File: src/rtl/usb_ctl_pkg.sv
package usb_ctl_pkg;

    localparam int SETUP_BYTES = 8;
    localparam int CPU_DW      = 16;
    localparam int CPU_AW      = 4;
    localparam int NUM_CAUSE   = 3;

    localparam int CAUSE_STAGE = 0;
    localparam int CAUSE_DEV   = 1;
    localparam int CAUSE_DONE  = 2;

    localparam logic [7:0] REQ_SET_ADDRESS = 8'h05;
    localparam logic [7:0] REQ_SET_CONFIG  = 8'h09;

    localparam logic [CPU_AW-1:0] RA_REQ    = 4'd0;
    localparam logic [CPU_AW-1:0] RA_VALUE  = 4'd1;
    localparam logic [CPU_AW-1:0] RA_INDEX  = 4'd2;
    localparam logic [CPU_AW-1:0] RA_LENGTH = 4'd3;
    localparam logic [CPU_AW-1:0] RA_CAUSE  = 4'd4;
    localparam logic [CPU_AW-1:0] RA_MASK   = 4'd5;
    localparam logic [CPU_AW-1:0] RA_CTL    = 4'd6;
    localparam logic [CPU_AW-1:0] RA_STATUS = 4'd7;
    localparam logic [CPU_AW-1:0] RA_ADDR   = 4'd8;

    typedef enum logic [2:0] {
        ST_IDLE  = 3'd0,
        ST_SETUP = 3'd1,
        ST_DIN   = 3'd2,
        ST_DOUT  = 3'd3,
        ST_SIN   = 3'd4,
        ST_SOUT  = 3'd5
    } stage_e;

    typedef enum logic [1:0] {
        DV_POWERED    = 2'd0,
        DV_DEFAULT    = 2'd1,
        DV_ADDRESS    = 2'd2,
        DV_CONFIGURED = 2'd3
    } dev_e;

    typedef enum logic [1:0] {
        RS_ACK  = 2'd0,
        RS_NAK  = 2'd1,
        RS_DATA = 2'd2,
        RS_ZLP  = 2'd3
    } resp_e;

    typedef enum logic [1:0] {
        PK_NONE  = 2'd0,
        PK_SETUP = 2'd1,
        PK_OUT   = 2'd2,
        PK_IN    = 2'd3
    } pkt_e;

    // byte 0 sits in the least significant bits
    typedef struct packed {
        logic [15:0] length;
        logic [15:0] index;
        logic [15:0] value;
        logic [7:0]  breq;
        logic [7:0]  rtype;
    } setup_s;

    function automatic logic hw_request(setup_s s);
        return (s.rtype == 8'h00) &&
               ((s.breq == REQ_SET_ADDRESS) || (s.breq == REQ_SET_CONFIG));
    endfunction

    function automatic stage_e stage_after_setup(setup_s s);
        if (hw_request(s) || (s.length == 16'd0)) return ST_SIN;
        else if (s.rtype[7])                        return ST_DIN;
        else                                        return ST_DOUT;
    endfunction

endpackage

File: src/rtl/usb_ctl_capture.sv
module usb_ctl_capture #(
    parameter int NBYTES = 8,
    localparam int CNT_W = $clog2(NBYTES + 2)
) (
    input  logic                clk_i,
    input  logic                rst_i,
    input  logic                pkt_start_i,
    input  logic                byte_valid_i,
    input  logic [7:0]          byte_i,
    output logic [CNT_W-1:0]    count_o,
    output logic [NBYTES*8-1:0] shadow_o
);
    localparam logic [CNT_W-1:0] CNT_MAX = CNT_W'(NBYTES + 1);

    logic [CNT_W-1:0] cnt_q;

    always_ff @(posedge clk_i) begin
        if (rst_i)                                  cnt_q <= '0;
        else if (pkt_start_i)                       cnt_q <= '0;
        else if (byte_valid_i && (cnt_q != CNT_MAX)) cnt_q <= cnt_q + 1'b1;
    end

    for (genvar g = 0; g < NBYTES; g++) begin : g_lane
        always_ff @(posedge clk_i) begin
            if (rst_i)
                shadow_o[g*8 +: 8] <= '0;
            else if (!pkt_start_i && byte_valid_i && (cnt_q == CNT_W'(g)))
                shadow_o[g*8 +: 8] <= byte_i;
        end
    end

    assign count_o = cnt_q;
endmodule

File: src/rtl/usb_ctl_stage_fsm.sv
module usb_ctl_stage_fsm
    import usb_ctl_pkg::*;
#(
    parameter int ADDR_W = 7,
    parameter int CNT_W  = 4
) (
    input  logic              clk_i,
    input  logic              rst_i,
    input  logic              bus_reset_i,
    input  logic              tok_setup_i,
    input  logic              tok_in_i,
    input  logic              tok_out_i,
    input  logic              rx_end_i,
    input  logic              host_ack_i,
    input  logic              in_ready_i,
    input  logic              out_room_i,
    input  logic [CNT_W-1:0]  count_i,
    input  setup_s            setup_now_i,
    input  setup_s            setup_reg_i,
    input  logic              grant_set_i,
    output stage_e            stage_o,
    output dev_e              dev_o,
    output logic [ADDR_W-1:0] addr_o,
    output logic              grant_o,
    output logic              hwreq_o,
    output logic              resp_valid_o,
    output resp_e             resp_code_o,
    output logic              setup_done_o,
    output logic [NUM_CAUSE-1:0] events_o
);
    stage_e            stage_q, stage_n;
    dev_e              dev_q, dev_n;
    logic [ADDR_W-1:0] addr_q, addr_n;
    logic              grant_q, grant_n;
    logic              hw_q, hw_n;
    logic              zlp_q, zlp_n;
    pkt_e              kind_q, kind_n;
    logic              rv_n, rv_q;
    resp_e             rc_n, rc_q;
    logic              force_stage_ev, ev_dev, ev_done;

    always_comb begin
        stage_n = stage_q;  dev_n  = dev_q;  addr_n = addr_q;
        grant_n = grant_q;  hw_n   = hw_q;   zlp_n  = zlp_q;
        kind_n  = kind_q;
        rv_n = 1'b0;  rc_n = RS_NAK;
        setup_done_o = 1'b0;
        force_stage_ev = 1'b0;  ev_dev = 1'b0;  ev_done = 1'b0;

        if (bus_reset_i) begin
            stage_n = ST_IDLE;  dev_n = DV_DEFAULT;  addr_n = '0;
            grant_n = 1'b0;  hw_n = 1'b0;  zlp_n = 1'b0;  kind_n = PK_NONE;
            ev_dev  = 1'b1;
        end else if (dev_q != DV_POWERED) begin
            if (grant_set_i && (stage_q != ST_SETUP)) grant_n = 1'b1;

            if (tok_setup_i) begin
                stage_n = ST_SETUP;  grant_n = 1'b0;  hw_n = 1'b0;
                zlp_n = 1'b0;  kind_n = PK_SETUP;  force_stage_ev = 1'b1;
            end else if (tok_out_i) begin
                kind_n = PK_OUT;
                if (stage_q == ST_DIN) stage_n = ST_SOUT;
            end else if (tok_in_i) begin
                kind_n = PK_IN;
                zlp_n  = 1'b0;
                rv_n   = 1'b1;
                unique case (stage_q)
                    ST_DIN:  rc_n = in_ready_i ? RS_DATA : RS_NAK;
                    ST_DOUT: begin
                        stage_n = ST_SIN;
                        rc_n    = grant_q ? RS_ZLP : RS_NAK;
                        zlp_n   = grant_q;
                    end
                    ST_SIN: begin
                        rc_n  = (grant_q || hw_q) ? RS_ZLP : RS_NAK;
                        zlp_n = grant_q || hw_q;
                    end
                    default: rc_n = RS_NAK;
                endcase
            end else if (rx_end_i) begin
                kind_n = PK_NONE;
                if (kind_q == PK_SETUP) begin
                    if (count_i == CNT_W'(SETUP_BYTES)) begin
                        setup_done_o = 1'b1;
                        rv_n    = 1'b1;
                        rc_n    = RS_ACK;
                        stage_n = stage_after_setup(setup_now_i);
                        hw_n    = hw_request(setup_now_i);
                    end
                end else if (kind_q == PK_OUT) begin
                    rv_n = 1'b1;
                    if (stage_q == ST_DOUT) begin
                        rc_n = out_room_i ? RS_ACK : RS_NAK;
                    end else if ((stage_q == ST_SOUT) && (count_i == '0) && grant_q) begin
                        rc_n    = RS_ACK;
                        stage_n = ST_IDLE;
                        ev_done = 1'b1;
                    end
                end
            end else if (host_ack_i && zlp_q && (stage_q == ST_SIN)) begin
                stage_n = ST_IDLE;
                zlp_n   = 1'b0;
                ev_done = 1'b1;
                if (hw_q) begin
                    hw_n   = 1'b0;
                    ev_dev = 1'b1;
                    if (setup_reg_i.breq == REQ_SET_ADDRESS) begin
                        addr_n = setup_reg_i.value[ADDR_W-1:0];
                        dev_n  = (setup_reg_i.value[ADDR_W-1:0] != '0) ? DV_ADDRESS : DV_DEFAULT;
                    end else if (dev_q != DV_DEFAULT) begin
                        dev_n  = (setup_reg_i.value[7:0] != 8'd0) ? DV_CONFIGURED : DV_ADDRESS;
                    end
                end
            end
        end
    end

    always_ff @(posedge clk_i) begin
        if (rst_i) begin
            stage_q <= ST_IDLE;  dev_q <= DV_POWERED;  addr_q <= '0;
            grant_q <= 1'b0;  hw_q <= 1'b0;  zlp_q <= 1'b0;
            kind_q  <= PK_NONE;  rv_q <= 1'b0;  rc_q <= RS_NAK;
        end else begin
            stage_q <= stage_n;  dev_q <= dev_n;  addr_q <= addr_n;
            grant_q <= grant_n;  hw_q <= hw_n;  zlp_q <= zlp_n;
            kind_q  <= kind_n;   rv_q <= rv_n;  rc_q <= rc_n;
        end
    end

    always_comb begin
        events_o = '0;
        events_o[CAUSE_STAGE] = (stage_n != stage_q) || force_stage_ev;
        events_o[CAUSE_DEV]   = ev_dev;
        events_o[CAUSE_DONE]  = ev_done;
    end

    assign stage_o      = stage_q;
    assign dev_o        = dev_q;
    assign addr_o       = addr_q;
    assign grant_o      = grant_q;
    assign hwreq_o      = hw_q;
    assign resp_valid_o = rv_q;
    assign resp_code_o  = rc_q;
endmodule

File: src/rtl/usb_ctl_csr.sv
module usb_ctl_csr
    import usb_ctl_pkg::*;
#(
    parameter int ADDR_W = 7,
    parameter int UNIT_W = 4
) (
    input  logic                 clk_i,
    input  logic                 rst_i,
    input  logic                 cpu_we_i,
    input  logic [CPU_AW-1:0]    cpu_addr_i,
    input  logic [CPU_DW-1:0]    cpu_wdata_i,
    output logic [CPU_DW-1:0]    cpu_rdata_o,
    input  logic                 setup_done_i,
    input  setup_s               setup_now_i,
    input  logic [NUM_CAUSE-1:0] events_i,
    input  stage_e               stage_i,
    input  dev_e                 dev_i,
    input  logic [ADDR_W-1:0]    addr_i,
    input  logic                 grant_i,
    output setup_s               setup_reg_o,
    output logic                 grant_set_o,
    output logic [UNIT_W-1:0]    units_o,
    output logic                 irq_o
);
    setup_s               req_q;
    logic [NUM_CAUSE-1:0] pend_q, mask_q, clr;
    logic [UNIT_W-1:0]    units_q;

    assign clr = (cpu_we_i && (cpu_addr_i == RA_CAUSE)) ? cpu_wdata_i[NUM_CAUSE-1:0] : '0;
    assign grant_set_o = cpu_we_i && (cpu_addr_i == RA_CTL) && cpu_wdata_i[0];

    always_ff @(posedge clk_i) begin
        if (rst_i) begin
            req_q   <= '0;
            pend_q  <= '0;
            mask_q  <= '0;
            units_q <= UNIT_W'(1);
        end else begin
            if (setup_done_i) req_q <= setup_now_i;
            pend_q <= (pend_q & ~clr) | events_i;
            if (cpu_we_i && (cpu_addr_i == RA_MASK)) mask_q  <= cpu_wdata_i[NUM_CAUSE-1:0];
            if (cpu_we_i && (cpu_addr_i == RA_CTL))  units_q <= cpu_wdata_i[UNIT_W:1];
        end
    end

    always_comb begin
        cpu_rdata_o = '0;
        unique case (cpu_addr_i)
            RA_REQ:    cpu_rdata_o = {req_q.breq, req_q.rtype};
            RA_VALUE:  cpu_rdata_o = req_q.value;
            RA_INDEX:  cpu_rdata_o = req_q.index;
            RA_LENGTH: cpu_rdata_o = req_q.length;
            RA_CAUSE:  cpu_rdata_o[NUM_CAUSE-1:0] = pend_q;
            RA_MASK:   cpu_rdata_o[NUM_CAUSE-1:0] = mask_q;
            RA_CTL:    cpu_rdata_o[UNIT_W:0] = {units_q, grant_i};
            RA_STATUS: cpu_rdata_o[4:0] = {stage_i, dev_i};
            RA_ADDR:   cpu_rdata_o[ADDR_W-1:0] = addr_i;
            default:   cpu_rdata_o = '0;
        endcase
    end

    assign setup_reg_o = req_q;
    assign units_o     = units_q;
    assign irq_o       = |(pend_q & mask_q);
endmodule

File: src/rtl/usb_ctl_stage_mgr.sv
module usb_ctl_stage_mgr
    import usb_ctl_pkg::*;
#(
    parameter int ADDR_W = 7,
    parameter int UNIT_W = 4
) (
    input  logic              clk_i,
    input  logic              rst_i,
    input  logic              bus_reset_i,
    input  logic              tok_setup_i,
    input  logic              tok_in_i,
    input  logic              tok_out_i,
    input  logic              rx_valid_i,
    input  logic [7:0]        rx_byte_i,
    input  logic              rx_end_i,
    input  logic              host_ack_i,
    input  logic              in_ready_i,
    input  logic              out_room_i,
    input  logic              cpu_we_i,
    input  logic [3:0]        cpu_addr_i,
    input  logic [15:0]       cpu_wdata_i,
    output logic [15:0]       cpu_rdata_o,
    output logic              resp_valid_o,
    output logic [1:0]        resp_code_o,
    output logic [ADDR_W-1:0] dev_addr_o,
    output logic [1:0]        dev_state_o,
    output logic [2:0]        stage_o,
    output logic [UNIT_W-1:0] ep0_units_o,
    output logic              irq_o
);
    localparam int CNT_W = $clog2(SETUP_BYTES + 2);

    logic [CNT_W-1:0]         count_w;
    logic [SETUP_BYTES*8-1:0] shadow_w;
    setup_s                   setup_now_w, setup_reg_w;
    stage_e                   stage_w;
    dev_e                     dev_w;
    resp_e                    rc_w;
    logic                     grant_w, hwreq_w, grant_set_w, setup_done_w;
    logic [NUM_CAUSE-1:0]     events_w;

    assign setup_now_w = setup_s'(shadow_w);

    usb_ctl_capture #(.NBYTES(SETUP_BYTES)) u_cap (
        .clk_i        (clk_i),
        .rst_i        (rst_i),
        .pkt_start_i  (tok_setup_i | tok_in_i | tok_out_i),
        .byte_valid_i (rx_valid_i),
        .byte_i       (rx_byte_i),
        .count_o      (count_w),
        .shadow_o     (shadow_w)
    );

    usb_ctl_stage_fsm #(.ADDR_W(ADDR_W), .CNT_W(CNT_W)) u_fsm (
        .clk_i        (clk_i),
        .rst_i        (rst_i),
        .bus_reset_i  (bus_reset_i),
        .tok_setup_i  (tok_setup_i),
        .tok_in_i     (tok_in_i),
        .tok_out_i    (tok_out_i),
        .rx_end_i     (rx_end_i),
        .host_ack_i   (host_ack_i),
        .in_ready_i   (in_ready_i),
        .out_room_i   (out_room_i),
        .count_i      (count_w),
        .setup_now_i  (setup_now_w),
        .setup_reg_i  (setup_reg_w),
        .grant_set_i  (grant_set_w),
        .stage_o      (stage_w),
        .dev_o        (dev_w),
        .addr_o       (dev_addr_o),
        .grant_o      (grant_w),
        .hwreq_o      (hwreq_w),
        .resp_valid_o (resp_valid_o),
        .resp_code_o  (rc_w),
        .setup_done_o (setup_done_w),
        .events_o     (events_w)
    );

    usb_ctl_csr #(.ADDR_W(ADDR_W), .UNIT_W(UNIT_W)) u_csr (
        .clk_i        (clk_i),
        .rst_i        (rst_i),
        .cpu_we_i     (cpu_we_i),
        .cpu_addr_i   (cpu_addr_i),
        .cpu_wdata_i  (cpu_wdata_i),
        .cpu_rdata_o  (cpu_rdata_o),
        .setup_done_i (setup_done_w),
        .setup_now_i  (setup_now_w),
        .events_i     (events_w),
        .stage_i      (stage_w),
        .dev_i        (dev_w),
        .addr_i       (dev_addr_o),
        .grant_i      (grant_w),
        .setup_reg_o  (setup_reg_w),
        .grant_set_o  (grant_set_w),
        .units_o      (ep0_units_o),
        .irq_o        (irq_o)
    );

    assign resp_code_o = rc_w;
    assign dev_state_o = dev_w;
    assign stage_o     = stage_w;
endmodule

File: config.mk
export PLATFORM = sky130hd
export DESIGN_NAME = usb_ctl_stage_mgr
export DESIGN_NICKNAME = d
export VERILOG_FILES = /design/src/rtl/usb_ctl_pkg.sv /design/src/rtl/usb_ctl_capture.sv /design/src/rtl/usb_ctl_stage_fsm.sv /design/src/rtl/usb_ctl_csr.sv /design/src/rtl/usb_ctl_stage_mgr.sv
export SDC_FILE = /design/constraint.sdc
export NUM_CORES = 1
export LEC_CHECK = 0
export BUFFER_PORTS_ARGS = -buffer_cell sky130_fd_sc_hd__clkbuf_2
export CAP_MARGIN = 40
export CORE_UTILIZATION = 25
export DETAILED_ROUTE_END_ITERATION = 8
export PLACE_DENSITY = 0.44
export SETUP_SLACK_MARGIN = 0.02
export SLEW_MARGIN = 15
export SYNTH_ARGS = -nofsm -noshare
export SYNTH_HDL_FRONTEND = slang
export SYNTH_SLANG_ARGS = --single-unit
File: constraint.sdc
create_clock -name clk_i -period 2.47 [get_ports clk_i]
set_clock_uncertainty 0.05 [all_clocks]
set_input_delay 0.494 -clock clk_i [delete_from_list [all_inputs] [get_ports clk_i]]
set_output_delay 0.494 -clock clk_i [all_outputs]
set_load 0.05 [all_outputs]
==> results of run 1 <==
-- final timing paths --
| kind | start | end | slack, ps | cells past startpoint |
|---|---|---|---|---|
| worst max-delay path | cpu_addr_i[0] | cpu_rdata_o[1] | 70 | 8 |
| worst max register to register | u_cap.count_o[0] | u_csr.pend_q[0] | 260 | 8 |
| worst min-delay path | cpu_wdata_i[4] | u_csr.units_o[3] | 260 | 3 |
| worst min register to register | u_cap.shadow_o[30] | u_csr.setup_reg_o[30] | 400 | 2 |
-- per-layer routing --
metal / global-route usage (%) / vias up / routed length, um
li1: - / 3230 / -
met1: 22.3 / 3046 / 11600
met2: 24.3 / 138 / 10400
met3: 3.42 / 16 / 1000
met4: 4.20 / 0 / 248
met5: 0 / - / 0
-- timing repair --
action / in CTS / in global routing
setup buffers: 0 / 4
endpoints found under the setup margin: 3 / 12
cloned: 1 / 0
pin swaps: 1 / 3
resized for setup: 4 / 13
-- placed cells by master, fill, tap and decap left out, types with 6 or more instances in the layout --
master,netlist,layout
buf_4,6,37
o21ai_0,13,11
clkbuf_2,0,47
bufinv_16,0,6
dfxtp_1,162,161
nor2b_1,7,7
mux2i_1,38,38
nand3_1,60,59
a221o_2,0,6
nand2_1,204,204
nor3_1,10,8
a21oi_1,132,132
clkbuf_16,0,17
nand2b_1,6,6
nor2_1,58,58
nor4_1,10,10
buf_12,0,19
a22o_1,9,9
inv_1,7,7
-- power by group --
part / internal, mW / switching, mW / total (mW)
clock network: 1.92 / 1.08 / 3.00
logic: 0.109 / 0.213 / 0.321
registers: 2.62 / 0.0137 / 2.64
total: 4.65 / 1.31 / 5.96
-- cell type report --
type	count	area [um2]	area share (%)
clock buffer	21	450	4.93
clock inverter	11	208	2.27
inverter	7	26.3	0.287
multi-input combinational	653	3780	41.3
sequential	162	3240	35.5
tap	384	480	5.26
timing repair buffer	109	952	10.4
-- cells by family (layout without fill, tap and decap cells) --
group	after synthesis	count (layout)	share of synthesized area (%)
simple gates	397	397	26.0
compound gates	202	202	16.6
flops	162	162	44.1
buf+inv	81	148	5.16
mux	44	44	6.71
xor+xnor	6	6	0.715
fa+ha+maj	4	4	0.681
-- worst register-to-register path, cell delays in order, from the launching register on --
cell and delay, ps:
dfxtp_1 350, inv_1 130, ha_1 290, nand3b_4 140, or2_0 310, nor4b_2 330, a211oi_2 140, xnor2_1 190
a41oi_2 130
-- sequential cells by signal, summed over array words and instances, names as in the netlist --
name	count
u_cap.count_o	4
u_cap.shadow_o	64
u_csr.mask_q	3
u_csr.pend_q	3
u_csr.setup_reg_o	64
u_csr.units_o	4
u_fsm.addr_o	7
u_fsm.dev_o	2
u_fsm.grant_o	1
u_fsm.hwreq_o	1
u_fsm.kind_q	2
u_fsm.resp_code_o	2
u_fsm.resp_valid_o	1
u_fsm.stage_o	3
u_fsm.zlp_q	1
-- through the flow --
stage	instance area, um2	power (mW)
4_1_cts	9080	6.01
6_report	9140	5.96
3_3_place_gp	8400	3.00
2_1_floorplan	7370	2.88
3_5_place_dp	8400	3.00
5_1_grt	9140	6.16
==> summary.txt, run 1 <==
status: finished, final reports clean
GRT Util Overall: 15.8%
Clock Sinks: 162
count of state elements after synthesis: 162
Initial Util: 25.5%
final worst-path setup slack: 69.5 ps
core box area: 28800 um2
# setup viols final: 0
Worst setup SP type: primary input
Top FF cell, synth: dfxtp_1
worst min path class: primary input to flip-flop
Antenna diodes: 0
Worst-Skew Late Latency: 430 ps
largest area contributor in the netlist: dfxtp_1
detailed-placement wirelength estimate: 15900 um
# Max-Cap Violations: 0
Nets: 994
first-pass GRT wire length: 37000 um
Mapped Cells: 896
syn_area_per_cell: 8.20 um2
WP data arrival: 1860 ps
row count: 62
First DRT Iteration DRCs: 516
Die Footprint: 30100 um2
top cell type's share of synthesized area: 44.1%
post-route setup TNS: 0 ps
final antenna-violating net count: 0
top post-synthesis cells by count: nand2_1, dfxtp_1, a21oi_1
Worst IR Drop VDD: 448 uV
area grow syn2layout: 24.4%
CP max stage delay: 410 ps
fin cells: 1347
DRC viols: 0
Leak: 3.24 nW
CTS tree: built
die height: 173 um
worst setup path category: primary input to output pin
total gr overflow: 0
clk buf depth: 2
ranking of synthesized cells by area: dfxtp_1, nand2_1, a21oi_1, mux2i_1, nand3_1
WHS: 258 ps
ys async rst share: 0%
final WL: 23300 um
critical path data required time: 1930 ps
Final Cycle Share: 97.2%
Root Buffer: clkbuf_16
final hold vios: 0
post-layout util: 31.8%
Hold Buf Count CTS: 0
fillers: 3032
H-tree levels: 4
vias in the first global route: 6299
Distinct cells, synth: 72
clk slew on worst S/H paths: 60 ps
crit-path cells: buf_8 -> buf_4 -> nand2_1 -> nor3_2 -> buf_12 -> a221oi_1 -> o21ai_1 -> buf_12
Max Fclk: 417 MHz
max_slew headroom: 47.3%
crit path time final: 2400 ps
setup repair after global routing missed its margin: true
wire length per cell: 17.3 um
most frequent cell after synthesis: nand2_1
Inserted Clock Buffers: 17
# IOs: 76
initial antenna violation count: 0
CP max-delay cell: a221oi_1
largest net degree at the start of global routing: 141
Final GP Congestion: 0.855
PD cells: 652 nW/um2
Buf/Inv on CP: 4
ratio of cells with drive above 1 in the final layout: 19.2%
Syn. warnings: 0
area of the mapped netlist: 7350 um2
Worst-Margin Slew: 790 ps
Seq/Total Area, Yosys: 44.1%
Placed Instances: 1310
Initial DRT Pass Iterations: 5
vias: 6430
Max Transition Viols Final: 0
Crit. End Element: output pin
DP Worst Slack: 34.5 ps
CP Max Fanout: 13
crit-path leading delay family: compound AO/OA/AOI/OAI gates
Buffers on Ports: 64
Post-synth EDFFs: 0
critical path's most frequent cell: buf_12
DR vias/cell: 4.77
chip width: 173 um
Post-Syn Nets: 940
Note: power is estimated with default switching activity, not from simulation.
==> inputs of run 2 (changes only) <==
- PLACE_DENSITY: 0.44 -> default
- SETUP_SLACK_MARGIN: 0.02 -> default
==> run 2 against run 1 <==
Effect of this change: non-clock buffer count is 1 higher; cell area shrank 0.77%; core utilization is 0.24 points lower; largest power group unchanged; via count up 2.3%; die area stayed put; combinational power shrank 2%; total power decreased by 3.5%; highest routed layer unchanged; cell count about the same; register-to-register slack worse by 100 ps; critical path depth is 1 lower.
==> summary.txt, run 2 (same netlist as run 1, synthesis figures left out) <==
max_slew headroom: 48.5% (+1.2 points)
most frequent cells in the layout: nand2_1, dfxtp_1, a21oi_1
Leak: 3.22 nW (-0.69%)
Worst IR Drop VDD: 393 uV (-12%)
die height: 173 um (unchanged)
Die Footprint: 30100 um2 (unchanged)
Final GP Congestion: 0.900 (+5.3%)
area grow syn2layout: 23.5%
Inserted Clock Buffers: 17 (unchanged)
most common cell after layout, fill and taps aside: nand2_1
final worst-path setup slack: 38.1 ps (-31.4 ps)
# IOs: 76 (unchanged)
chip width: 173 um (unchanged)
clk buf depth: 2 (unchanged)
clock group share of total power: 48.7% (-1.7 points)
final WL: 21800 um (-6.4%)
detailed-placement wirelength estimate: 14800 um (-6.7%)
crit path time final: 2430 ps (+31.4 ps)
critical path data required time: 1930 ps (about the same)
Max Fclk: 411 MHz (-1.3%)
DP Worst Slack: 33.3 ps (-1.27 ps)
initial antenna violation count: 0 (unchanged)
Root Buffer: clkbuf_16
Antenna diodes: 0 (unchanged)
PD cells: 634 nW/um2 (-2.7%)
worst setup path category: primary input to output pin
Worst-Margin Slew: 773 ps (-17.3 ps)
worst min path class: primary input to flip-flop
Crit. End Element: output pin
First DRT Iteration DRCs: 656 (+27%)
reg-to-reg slack, setup: 160 ps (-100 ps)
Clock Sinks: 162 (unchanged)
H-tree levels: 4 (unchanged)
CTS tree: built
WP data arrival: 1890 ps (+30 ps)
GRT Util Overall: 14.4% (-1.4 points)
Max Transition Viols Final: 0 (unchanged)
Comb pwr share: 5.5% (about the same)
Final Cycle Share: 98.5% (+1.3 points)
Buffers on Ports: 64 (unchanged)
Nets: 995 (+0.10%)
setup repair after global routing missed its margin: true
CP Max Fanout: 5 (-8)
final hold vios: 0 (unchanged)
vias in the first global route: 6129 (-2.7%)
placed inst area: 8400 um2 (about the same)
Initial DRT Pass Iterations: 5 (unchanged)
DRC viols: 0 (unchanged)
largest net degree at the start of global routing: 73 (-48%)
Initial Util: 25.5% (unchanged)
Hold Buf Count CTS: 0 (unchanged)
clk slew on worst S/H paths: 60 ps (about the same)
final antenna-violating net count: 0 (unchanged)
Worst setup SP type: primary input
Final Cell Area: 9070 um2 (-0.77%)
Int Power: 4.47 mW (-3.8%)
status: finished, final reports clean
Worst-Skew Late Latency: 420 ps (about the same)
total gr overflow: 0 (unchanged)
Net Sw Frac: 22.2% (+0.26 points)
Reg power frac: 45.8% (+1.6 points)
core box area: 28800 um2 (unchanged)
DR vias/cell: 4.88 (+2.2%)
ratio of cells with drive above 1 in the final layout: 18.6% (-0.64 points)
NetSw: 1.28 mW (-2.3%)
# Max-Cap Violations: 0 (unchanged)
wire length per cell: 16.2 um (-6.5%)
first-pass GRT wire length: 34500 um (-6.8%)
row count: 62 (unchanged)
vias: 6578 (+2.3%)
# setup viols final: 0 (unchanged)
==> run 2: critical path, stage by stage <==
cell and delay, ps:
clkbuf_2 120, buf_4 170, nor4_4 320, buf_4 220, a22o_1 180, a221o_1 220, buf_12 160
==> run 2: power groups by stage <==
stage	combinational, mW	clock [mW]	sequential, mW
after global placement	0.302	0	2.69
after floorplan	0.182	0	2.70
after detailed placement	0.301	0	2.69
after CTS	0.303	2.84	2.64
after global routing	0.338	2.95	2.64
final	0.315	2.80	2.64
==> run 2: repair_timing <==
item / in CTS / in global routing
buffers inserted: 0 / 1
endpoints found under the setup margin: 0 / 14
resized for setup: 0 / 16
==> run 2: path summary, 6_finish.rpt <==
kind                                              end                from  cells past startpoint
worst max-delay path                   cpu_rdata_o[8]       cpu_addr_i[2]                      7
worst min-delay path                 u_csr.units_o[0]      cpu_wdata_i[1]                      2
worst max register to register        u_csr.pend_q[0]    u_cap.count_o[0]                      8
worst min register to register  u_csr.setup_reg_o[28]  u_cap.shadow_o[28]                      2
==> run 2: area by class of cell <==
class                      count  area (um2)
clock inverter                10         156
multi-input combinational    653        3760
inverter                       7        26.3
tap                          384         480
sequential                   162        3240
timing repair buffer         110         935
clock buffer                  22         464
fill                        3048       19700
==> run 2: stage by stage <==
| stage | instances | hold slack, ps | setup TNS [ps] | power, mW | util (%) |
|---|---|---|---|---|---|
| 6_report | 1348 | 268 | 0 | 5.75 | 31.5 |
| 5_1_grt | 1348 | 255 | 0 | 5.93 | 31.5 |
| 4_1_cts | 1346 | 250 | 0 | 5.77 | 31.3 |
| 3_5_place_dp | 1314 | 392 | 0 | 3.00 | 29.2 |
| 3_3_place_gp | 1314 | 387 | 0 | 3.00 | 29.2 |
| 2_1_floorplan | 896 | 382 | -414 | 2.88 | - |
==> run 2: layer usage <==
metal | global-route usage, % | up-vias | share of wire [%] | wire length [um]
li1 | - | 3222 | - | -
met1 | 21.1 | 3134 | 49 | 10600
met2 | 21.4 | 212 | 45 | 9700
met3 | 3.36 | 10 | 6.1 | 1340
met4 | 3.17 | 0 | 0.51 | 112
met5 | 0 | - | 0 | 0
==> inputs of run 3 (changes only) <==
- clock period: 2.47 -> 2.7 ns (I/O delays scaled with it)
==> run 3 against run 2 <==
Effect of this change: cell area decreased by 3.0%; setup slack better by 36 ps; non-clock buffer count is 19 lower; die area unchanged; sequential share of layout area rose by 1.1 points; cell count down 1.6%; total power decreased by 13%.
==> summary.txt, run 3 (same netlist as run 1, synthesis figures left out) <==
hold depth: 3 (+1)
ratio of cells with drive above 1 in the final layout: 16.1% (-2.4 points)
Final Cycle Share: 97.3%
vias in the first global route: 6081 (-0.78%)
Net Sw Frac: 22.4% (+0.15 points)
setup repair after global routing missed its margin: false
Crit. End Element: output pin
Leak: 3.07 nW (-4.6%)
H-tree levels: 4 (unchanged)
Int Power: 3.90 mW (-13%)
Hold Buf Count CTS: 0 (unchanged)
wire length per cell: 16.2 um (+0.19%)
Comb pwr share: 5.2% (-0.3 points)
Worst-Margin Slew: 850 ps (+77.1 ps)
max_slew headroom: 43.3% (-5.1 points)
WP data arrival: 2040 ps (+150 ps)
total gr overflow: 0 (unchanged)
chip width: 173 um (unchanged)
Inserted Clock Buffers: 17 (unchanged)
post-route setup TNS: 0 ps (unchanged)
DRC viols: 0 (unchanged)
detailed-placement wirelength estimate: 14600 um (-1.5%)
GRT Util Overall: 14.4% (-0.030 points)
Nets: 976 (-1.9%)
Worst Reg-to-Reg Cells: 8 (unchanged)
Die Footprint: 30100 um2 (unchanged)
Root Buffer: clkbuf_16
Reg power frac: 48.0% (+2.2 points)
Final GP Congestion: 0.928 (+3.0%)
worst setup path category: primary input to output pin
DR vias/cell: 4.95 (+1.5%)
Initial DRT Pass Iterations: 5 (unchanged)
# setup viols final: 0 (unchanged)
PD cells: 572 nW/um2 (-9.8%)
clk buf depth: 2 (unchanged)
# Max-Cap Violations: 0 (unchanged)
final WL: 21500 um (-1.4%)
largest net degree at the start of global routing: 82 (+12%)
area grow syn2layout: 19.7%
clk slew on worst S/H paths: 60 ps (about the same)
Worst setup SP type: primary input
Initial Util: 25.5% (unchanged)
Antenna diodes: 0 (unchanged)
CTS tree: built
clock group share of total power: 46.8% (-1.9 points)
Max Fclk: 381 MHz
Max Transition Viols Final: 0 (unchanged)
critical path data required time: 2110 ps (+180 ps)
Worst IR Drop VDD: 432 uV (+9.9%)
post-layout util: 30.6% (-0.96 points)
Buffers on Ports: 64 (unchanged)
NetSw: 1.13 mW (-12%)
final hold vios: 0 (unchanged)
die height: 173 um (unchanged)
crit path time final: 2630 ps
initial antenna violation count: 0 (unchanged)
core box area: 28800 um2 (unchanged)
first-pass GRT wire length: 34200 um (-0.84%)
First DRT Iteration DRCs: 705 (+7.5%)
most frequent cells in the layout: nand2_1, dfxtp_1, a21oi_1
status: finished, final reports clean
# IOs: 76 (unchanged)
worst min path class: primary input to flip-flop
WHS: 310 ps (+42.4 ps)
CP Max Fanout: 17 (+12)
vias: 6572 (-0.091%)
Clock Sinks: 162 (unchanged)
final antenna-violating net count: 0 (unchanged)
row count: 62 (unchanged)
most common cell after layout, fill and taps aside: nand2_1
Worst-Skew Late Latency: 420 ps (about the same)
[run 3: changes by cell type in the layout (fill, tap and decap cells not counted), moves of 2 or more]
| cell | previous run | this run |
|---|---|---|
| buf_12 | 17 | 14 |
| buf_4 | 40 | 26 |
| buf_6 | 3 | 0 |
| bufinv_16 | 4 | 2 |
| clkbuf_1 | 3 | 5 |
| clkbuf_2 | 47 | 50 |
| clkinv_2 | 4 | 2 |
[run 3: final timing paths]
kind | from | endpoint | slack [ps]
worst min register to register | u_cap.shadow_o[44] | u_csr.setup_reg_o[44] | 400
worst min-delay path | cpu_wdata_i[4] | u_csr.units_o[3] | 310
worst max register to register | u_cap.count_o[0] | u_csr.pend_q[0] | 460
worst max-delay path | cpu_addr_i[1] | cpu_rdata_o[2] | 70
[run 3: timing repair]
item                                    4_1_cts  5_1_grt
endpoints found under the setup margin        0       11
buffers inserted                              0        0
endpoints found under the hold margin         0        0
gates resized for setup                       0        2
[run 3: power by group through the flow]
stage	clock network, mW	logic, mW	registers, mW
2_1_floorplan	0	0.166	2.47
3_3_place_gp	0	0.256	2.47
3_5_place_dp	0	0.258	2.47
4_1_cts	2.39	0.259	2.41
5_1_grt	2.49	0.282	2.41
6_report	2.35	0.262	2.41
[run 3: per-layer routing]
metal | global-route usage, % | vias to the layer above | part of all wire, %
met5 | 0 | - | 0
met4 | 3.65 | 0 | 1.0
met3 | 3.05 | 22 | 6.0
li1 | - | 3180 | -
met2 | 21.3 | 221 | 44
met1 | 21.0 | 3149 | 49
[run 3: worst max-delay path, cell delays in order]
cell	delay, ps
clkbuf_2	90
buf_4	250
mux4_2	520
a21oi_1	250
o22ai_2	130
clkbuf_2	250
[run 3: per-stage QoR]
step / setup slack, ps / power (mW) / std cells / instance area, um2
floorplan: -38.8 / 2.63 / 896 / 7350
global placement: -186 / 2.72 / 1296 / 8210
detailed placement: 34.7 / 2.72 / 1297 / 8220
CTS: 23.1 / 5.06 / 1327 / 8780
global route: 3.36 / 5.19 / 1327 / 8790
finish: 74.0 / 5.03 / 1327 / 8790
[run 3: final cells by class]
| cell class | count | area [um2] |
|---|---|---|
| inverters | 7 | 26.3 |
| well taps | 384 | 480 |
| fillers | 3057 | 20000 |
| multi-input cells | 653 | 3750 |
| flip-flops and latches | 162 | 3240 |
| repair buffers | 91 | 731 |
| clock buffers | 25 | 485 |
| clock inverters | 5 | 77.6 |
